## config.mk

```make
export PLATFORM = sky130hd
export DESIGN_NAME = soft_tlb
export DESIGN_NICKNAME = d
export VERILOG_FILES = /design/src/rtl/soft_tlb_pkg.sv /design/src/rtl/soft_tlb_store.sv /design/src/rtl/soft_tlb_probe.sv /design/src/rtl/soft_tlb_random.sv /design/src/rtl/soft_tlb.sv
export SDC_FILE = /design/constraint.sdc
export NUM_CORES = 2
export LEC_CHECK = 0
export ABC_AREA = 1
export ABC_CLOCK_PERIOD_IN_PS = 4340
export BUFFER_PORTS_ARGS = -buffer_cell sky130_fd_sc_hd__buf_4
export CAP_MARGIN = 10
export CORE_ASPECT_RATIO = 0.5
export CORE_UTILIZATION = 60
export DETAILED_ROUTE_END_ITERATION = 10
export PLACE_DENSITY = 0.86
export SLEW_MARGIN = 10
export SYNTH_ARGS = -nofsm -noshare
export SYNTH_HDL_FRONTEND = slang
export SYNTH_SLANG_ARGS = --single-unit
```

## constraint.sdc

```tcl
create_clock -name clk -period 4.34 [get_ports clk]
set_clock_uncertainty 0.15 [all_clocks]
set_input_delay 0.868 -clock clk [delete_from_list [all_inputs] [get_ports clk]]
set_output_delay 0.868 -clock clk [all_outputs]
set_load 0.005 [all_outputs]
```

## src/rtl/soft_tlb_pkg.sv

```systemverilog
package soft_tlb_pkg;

  typedef enum logic [1:0] {
    OP_WR_IDX = 2'd0,
    OP_WR_RND = 2'd1,
    OP_PROBE  = 2'd2,
    OP_READ   = 2'd3
  } tlb_op_e;

  localparam int VPN_W   = 19;
  localparam int ASID_W  = 8;
  localparam int PFN_W   = 24;
  localparam int CATTR_W = 3;
  localparam int PMASK_W = 12;

  typedef struct packed {
    logic [PFN_W-1:0]   pfn;
    logic [CATTR_W-1:0] cattr;
    logic               dirty;
    logic               valid;
  } page_t;

  typedef struct packed {
    logic [VPN_W-1:0]   vpn;
    logic [ASID_W-1:0]  asid;
    logic               glob;
    logic [PMASK_W-1:0] pmask;
    page_t              even;
    page_t              odd;
  } slot_t;

  function automatic page_t unpack_page(input logic [31:0] w);
    page_t p;
    p.valid = w[1];
    p.dirty = w[2];
    p.cattr = w[5:3];
    p.pfn   = w[29:6];
    return p;
  endfunction

  function automatic logic [31:0] pack_page(input page_t p, input logic g);
    return {2'b00, p.pfn, p.cattr, p.dirty, p.valid, g};
  endfunction

  function automatic slot_t build_slot(input logic [31:0] hi, input logic [31:0] lo0,
                                       input logic [31:0] lo1, input logic [31:0] pm);
    slot_t s;
    s.vpn   = hi[31:13];
    s.asid  = hi[7:0];
    s.glob  = lo0[0] & lo1[0];
    s.pmask = pm[24:13];
    s.even  = unpack_page(lo0);
    s.odd   = unpack_page(lo1);
    return s;
  endfunction

endpackage

```

## src/rtl/soft_tlb_store.sv

```systemverilog
module soft_tlb_store
  import soft_tlb_pkg::*;
#(
  parameter int ENTRIES = 16,
  localparam int IDX_W = $clog2(ENTRIES)
) (
  input  logic                    clk,
  input  logic                    rst,
  input  logic                    we,
  input  logic [IDX_W-1:0]        waddr,
  input  slot_t                   wdata,
  output slot_t [ENTRIES-1:0]     slots
);

  for (genvar i = 0; i < ENTRIES; i++) begin : g_slot
    always_ff @(posedge clk) begin
      if (rst) begin
        slots[i] <= '0;
      end else if (we && (waddr == IDX_W'(i))) begin
        slots[i] <= wdata;
      end
    end
  end

endmodule

```

## src/rtl/soft_tlb_probe.sv

```systemverilog
module soft_tlb_probe
  import soft_tlb_pkg::*;
#(
  parameter int ENTRIES = 16,
  localparam int IDX_W = $clog2(ENTRIES)
) (
  input  slot_t [ENTRIES-1:0] slots,
  input  logic [VPN_W-1:0]    key_vpn,
  input  logic [ASID_W-1:0]   key_asid,
  output logic                hit,
  output logic [IDX_W-1:0]    hit_idx
);

  logic [ENTRIES-1:0] match;

  for (genvar i = 0; i < ENTRIES; i++) begin : g_cmp
    assign match[i] = (slots[i].vpn == key_vpn) &&
                      (slots[i].glob || (slots[i].asid == key_asid));
  end

  always_comb begin
    hit_idx = '0;
    for (int i = ENTRIES - 1; i >= 0; i--) begin
      if (match[i]) hit_idx = IDX_W'(i);
    end
  end

  assign hit = |match;

endmodule

```

## src/rtl/soft_tlb_random.sv

```systemverilog
module soft_tlb_random #(
  parameter int ENTRIES = 16,
  localparam int IDX_W = $clog2(ENTRIES),
  localparam logic [IDX_W-1:0] TOP = IDX_W'(ENTRIES - 1)
) (
  input  logic             clk,
  input  logic             rst,
  input  logic [IDX_W-1:0] wired,
  output logic [IDX_W-1:0] rnd
);

  always_ff @(posedge clk) begin
    if (rst) begin
      rnd <= TOP;
    end else if (rnd <= wired) begin
      rnd <= TOP;
    end else begin
      rnd <= rnd - 1'b1;
    end
  end

endmodule

```

## src/rtl/soft_tlb.sv

```systemverilog
module soft_tlb
  import soft_tlb_pkg::*;
#(
  parameter int ENTRIES = 16,
  localparam int IDX_W = $clog2(ENTRIES),
  localparam int PAD_W = 32 - IDX_W
) (
  input  logic             clk,
  input  logic             rst,
  input  logic             cmd_valid,
  input  logic [1:0]       cmd_op,
  input  logic [31:0]      hi_in,
  input  logic [31:0]      lo0_in,
  input  logic [31:0]      lo1_in,
  input  logic [31:0]      mask_in,
  input  logic [31:0]      idx_in,
  input  logic [IDX_W-1:0] wired_in,
  output logic             done,
  output logic [31:0]      idx_out,
  output logic [31:0]      hi_out,
  output logic [31:0]      lo0_out,
  output logic [31:0]      lo1_out,
  output logic [31:0]      mask_out,
  output logic [IDX_W-1:0] rand_out
);

  tlb_op_e              op;
  slot_t [ENTRIES-1:0]  slots;
  slot_t                wslot;
  slot_t                rslot;
  logic                 we;
  logic [IDX_W-1:0]     waddr;
  logic [IDX_W-1:0]     sel_idx;
  logic                 hit;
  logic [IDX_W-1:0]     hit_idx;

  assign op      = tlb_op_e'(cmd_op);
  assign sel_idx = idx_in[IDX_W-1:0];
  assign we      = cmd_valid && ((op == OP_WR_IDX) || (op == OP_WR_RND));
  assign waddr   = (op == OP_WR_RND) ? rand_out : sel_idx;
  assign wslot   = build_slot(hi_in, lo0_in, lo1_in, mask_in);
  assign rslot   = slots[sel_idx];

  soft_tlb_random #(.ENTRIES(ENTRIES)) u_rand (
    .clk   (clk),
    .rst   (rst),
    .wired (wired_in),
    .rnd   (rand_out)
  );

  soft_tlb_store #(.ENTRIES(ENTRIES)) u_store (
    .clk   (clk),
    .rst   (rst),
    .we    (we),
    .waddr (waddr),
    .wdata (wslot),
    .slots (slots)
  );

  soft_tlb_probe #(.ENTRIES(ENTRIES)) u_probe (
    .slots    (slots),
    .key_vpn  (hi_in[31:13]),
    .key_asid (hi_in[7:0]),
    .hit      (hit),
    .hit_idx  (hit_idx)
  );

  always_ff @(posedge clk) begin
    if (rst) begin
      done     <= 1'b0;
      idx_out  <= '0;
      hi_out   <= '0;
      lo0_out  <= '0;
      lo1_out  <= '0;
      mask_out <= '0;
    end else begin
      done <= cmd_valid;
      if (cmd_valid && (op == OP_PROBE)) begin
        idx_out <= hit ? {{PAD_W{1'b0}}, hit_idx} : {1'b1, idx_in[30:0]};
      end
      if (cmd_valid && (op == OP_READ)) begin
        hi_out   <= {rslot.vpn, 5'b00000, rslot.asid};
        lo0_out  <= pack_page(rslot.even, rslot.glob);
        lo1_out  <= pack_page(rslot.odd, rslot.glob);
        mask_out <= {7'b0000000, rslot.pmask, 13'b0};
      end
    end
  end

endmodule

```

* Word level (Yosys, flattened, before mapping)
Cells that the tools add are included.
Storage, ports and cells: register bits after elaboration 1704, input port bits 169, word-level logic and storage cells 329
Cells by class: add/sub/neg operators 1, magnitude comparators 2, equality and inequality tests 50, multiplexer cells 20, bitwise operators 1, reduce and logical (&&, ||, !) cells 56
Operators by type and width (number):
- $bmux W98 S4 | 1
- $eq A19 B19 Y1 | 16
- $eq A8 B8 Y1 | 16
- $mux W98 | 1
- $mux W4 | 17
- $logic_and A1 B1 Y1 | 35
- $eq A4 B4 Y1 const B | 8
- $mux W32 | 1
- $logic_or A1 B1 Y1 | 17
- $eq A4 B3 Y1 const B | 4
- $reduce_or A16 Y1 | 1
- $eq A4 B2 Y1 const B | 2
- $lt A4 B5 Y1 const B | 1
- $eq A2 B2 Y1 const B | 2
- $eq A4 B1 Y1 const B | 1
- $le A4 B4 Y1 | 1
- $logic_not A4 Y1 | 1
- $sub A4 B1 Y4 const B | 1
- $eq A2 B1 Y1 const B | 1
- $logic_not A2 Y1 | 1
- $reduce_or A2 Y1 | 1
- $and A1 B1 Y1 | 1

* Depth between registers and ports, before layout
depth in word-level cells 20, mapped depth 26

* Modules after synthesis
A second synthesis with hierarchy kept.
Second synthesis, totals: cell total of the unflattened synthesis 15092, area, all modules 89626.0 um^2
Modules (own cells, without submodules):
- soft_tlb_store | times used 1, cells an instance 8817, area an instance 59405.7 um^2, sequential area each 31390.1 um^2
- soft_tlb | times used 1, cells an instance 5260, area an instance 23889.2 um^2, sequential area each 2622.5 um^2
- soft_tlb_probe | times used 1, cells an instance 978, area an instance 6055.8 um^2, sequential area each 0.0 um^2
- soft_tlb_random | times used 1, cells an instance 37, area an instance 275.3 um^2, sequential area each 80.1 um^2

* Worst setup path before layout
Ideal clock, no wire load.
path type input -> register, start point input port hi_in[25], end point register idx_out[31], setup time 137 ps, arrival time 2493 ps, setup slack 1560 ps, cell stages on the path 14, path buffers 3, cell sequence buf_4 > buf_6 > xor2_1 > nor4_1 > nand2_1 > nor4_1 > nand3b_1 > nand2_1 > nor2_2 > nand2_2 > nor3_4 > buf_6 > a21oi_1 > nor2_1
On the way: word-level cells in the longest chain between the ends 4
Ends and longest elaborated chain:
- start: declaration | RTL line soft_tlb.sv:12 | input logic [31:0] hi_in,
- $eq A19 B19 Y1 | RTL line soft_tlb_probe.sv:17 | assign match[i] = (slots[i].vpn == key_vpn) &&
- $logic_and A1 B1 Y1 | RTL line soft_tlb_probe.sv:17
- $reduce_or A16 Y1 (*) | RTL line soft_tlb_probe.sv:28 | assign hit = |match;
- $mux W32 (*) | RTL line soft_tlb.sv:79 | idx_out <= hit ? {{PAD_W{1'b0}}, hit_idx} : {1'b1, idx_in[30:0]};
- end signal: assignment | RTL line soft_tlb.sv:79
- end: declaration | RTL line soft_tlb.sv:19 | output logic [31:0] idx_out,
Every way passes the cells marked *; elsewhere a longest branch is shown, timed or not. A chain may end at the register's enable or synchronous reset.

* Worst setup path after layout
start point input port hi_in[13], end point register idx_out[31]
The elaborated chain is that of the path after synthesis.

==> results_dict.tcl <==
set metrics [dict create \
    viasPerCell 6.340 \
    cts-root-buf "clkbuf_16" \
    track_usage_pct 38.02 \
    synth_top_family_by_area "compound AO/OA/AOI/OAI gates" \
    synthCells 10890 \
    start_kind "primary input" \
    syn_area_per_cell_sq_um 7.133 \
    layout-area-overhead-vs-synth_pct 8.658 \
    swShare_pct 25.87 \
    cts_tree "done" \
    postSynth.asyncResetShare_pct 0 \
    numCtsBuffers 150 \
    nets 10590 \
    grt_pass1_vias 70020 \
    r2r_cells 11 \
    hold_viol_final 0 \
    max_stage_delay_ps 820 \
    max_freq_mhz 285.4 \
    rows 92 \
    start_util_pct 61.07 \
    cp-startpoint "hi_in[13]" \
    grt.overflow.total 0 \
    vias 77560 \
    die_w_microns 510.8 \
    layout_common_cells "2716 x o21ai_0, 1878 x nor2_1, 1703 x dfxtp_1" \
    fillers 10340 \
    synth_seq_area_share_pct 43.89 \
    wl_microns 260600 \
    grt_setup_unrepaired "false" \
    p_switching_mw 8.630 \
    p_per_area_mw_per_mm2 395.2 \
    core-area_sq_mm 0.1272 \
    io_pins 334 \
    report.final.slew_viol_count 0 \
    drt_iter0_markers 12570 \
    postCtsSetupBuffers 0 \
    post-dp-hpwl_microns 140500 \
    fin_tns_setup_ps 0 \
    layout.cells.most_common "o21ai_0" \
    synth-compound-area-share_pct 30.05 \
    hold_buffers 0 \
    fin_total_pwr_mw 33.35 \
    synthFlopType "dfxtp_1" \
    clock_power_share_pct 42.5 \
    worstPathRequired_ps 4840 \
    setup_viol 0 \
    ctsLongestPathBuffers 3 \
    synth_edf_count 0 \
    status "completed" \
    worst-setup-path-type "primary input to flip-flop" \
    antenna_found_initial 26 \
    endpoint "idx_out[31]" \
    die_y_microns 256.4 \
    worstPathCellList "buf_4 > inv_2 > or2_2 > nand3_1 > nor4_1 > nand3_1 > o21ai_1 > nor2_2 > nand2_2 > nor3_4 > buf_4 > a21oi_1 > nor2_1" \
    p_leak_nw 33.04 \
    syn-cell-area_sq_mm 0.07767 \
    power_frac_seq_pct 48.2 \
    cts_resized 0 \
    drt_pass1_iterations 9 \
    maxCapViolCount 0 \
    finalCritPeriodShare_pct 80.73 \
    tightest_slew_ps 1264 \
    cts_max_level 4 \
    fp.dieArea_sq_mm 0.1310 \
    ys_types 52 \
    grt_pass1_wl_microns 399200 \
    yosysWarnings 0 \
    arrival_ps 4010 \
    routabilityCongestion 0.9752 \
    worst_hold_path_type "primary input to flip-flop" \
    r2r_setup_slack_ps 930 \
    power.internal_mw 24.72 \
    worstPathMaxFanout 28 \
    synth_mux_area_share_pct 0 \
    synth_xor_xnor_area_share_pct 3.135 \
    synth-simple-area-share_pct 13.18 \
    clk_pin_slew_ps 70 \
    drt_drc_violations_left 0 \
    cts.sinks 1703 \
    io_buffers 274 \
    drive_above_1_share_pct 7.524 \
    clk_latency_ps 800 \
    ys_ff_latch 1703 \
    antenna_left 0 \
    synth-adder-area-share_pct 0.08054 \
    wl_per_cell_microns 21.30 \
    fin_hold_ws_ps 172.5 \
    peakVddDrop_v 0.0003701 \
    grt_max_degree 175 \
    pwr-share-comb_pct 9.3 \
    crit_path_end_kind "flip-flop" \
    slowest_stage "nor4_1" \
    fin_crit_ps 3503 \
    r2r-start "u_store.slots[85]" \
    r2r_end "idx_out[31]" \
    slew-limit-headroom_pct 15.72 \
]
[power groups by stage]
stage / Clock (mW) / Combinational [mW] / Sequential (mW)
2_1_floorplan: 0 / 1.98 / 16.4
4_1_cts: 14.1 / 2.99 / 16.1
5_1_grt: 14.7 / 3.33 / 16.1
3_3_place_gp: 0 / 2.92 / 16.4
3_5_place_dp: 0 / 2.96 / 16.4
6_report: 14.2 / 3.11 / 16.1
[state kept, by name, indices dropped and copies added (netlist names)]
| register | count |
|---|---|
| u_store.slots | 1568 |
| lo0_out | 29 |
| idx_out | 32 |
| u_rand.rnd | 4 |
| done | 1 |
| lo1_out | 30 |
| mask_out | 12 |
| hi_out | 27 |
[cells by family (layout without fill, tap and decap cells)]
group,after synthesis,count (layout)
compound gates,4450,4450
simple gates,2601,2601
buf+inv,1852,1461
flops,1703,1703
xor+xnor,278,278
fa+ha+maj,5,5
other cells,1,43
[final cells by class]
cell class	count	area (sq um)	area share [%]
Inverter	783	3033	3.594
Clock inverter	53	721.9	0.8554
Timing Repair Buffer	414	3747	4.440
Sequential cell	1703	34090	40.39
Multi-Input combinational cell	7363	36280	42.98
Clock buffer	211	4375	5.184
Tap cell	1692	2117	2.508
Antenna cell	14	35.03	0.04151
[worst max-delay path: cells and delay by family]
kind / cells / cell delay, ps
and+or+nand+nor: 8 / 1750
buffers and inverters: 3 / 890
AOI/OAI and AO/OA: 2 / 450
[how the worst min path moves through the flow]
stage / startpoint / endpoint / slack [ps] / cells after the start
5_1_grt: idx_in[28] / idx_out[28] / 160 / 3
2_1_floorplan: u_rand.rnd[0] / u_rand.rnd[0] / 270 / 1
4_1_cts: idx_in[28] / idx_out[28] / 150 / 3
3_5_place_dp: u_store.slots[112] / u_store.slots[112] / 290 / 2
3_3_place_gp: u_store.slots[109] / u_store.slots[109] / 280 / 2
6_report: idx_in[28] / idx_out[28] / 170 / 3
[routing by layer]
| metal | GRT usage [%] | share of wire [%] | vias to the layer above |
|---|---|---|---|
| met5 | 0 | 0.041 | - |
| met4 | 21.11 | 5.3 | 18 |
| met3 | 8.753 | 14 | 965 |
| met2 | 57.16 | 43 | 5670 |
| met1 | 50.44 | 38 | 35510 |
| li1 | - | - | 35390 |
[cells in the mapped netlist (33+ instances only)]
cell	instances	share of area, %
a211oi_1	170	1.6
a21oi_1	1283	8.3
buf_1	76	0.37
buf_2	58	0.37
buf_4	57	0.55
clkbuf_1	844	4.1
dfxtp_1	1703	44
inv_1	731	3.5
inv_2	48	0.23
nand2_1	512	2.5
nand4_1	40	0.32
nor2_1	1880	9.1
nor3_1	33	0.21
nor4_1	39	0.31
o21ai_0	2716	18
o22ai_1	146	1.2
o32ai_1	70	0.79
xnor2_1	129	1.5
xor2_1	149	1.7
[metrics by stage]
stage	worst slack, ps	util (%)	instance area, sq um	std cells
after CTS	1187	66.33	84360	12220
after floorplan	1560	-	77780	10920
after global placement	554.8	62.32	79270	11960
after global routing	947.4	66.35	84400	12230
final	836.5	66.35	84400	12230
after detailed placement	458.7	62.32	79270	11960
Note: power is estimated with default switching activity, not from simulation.
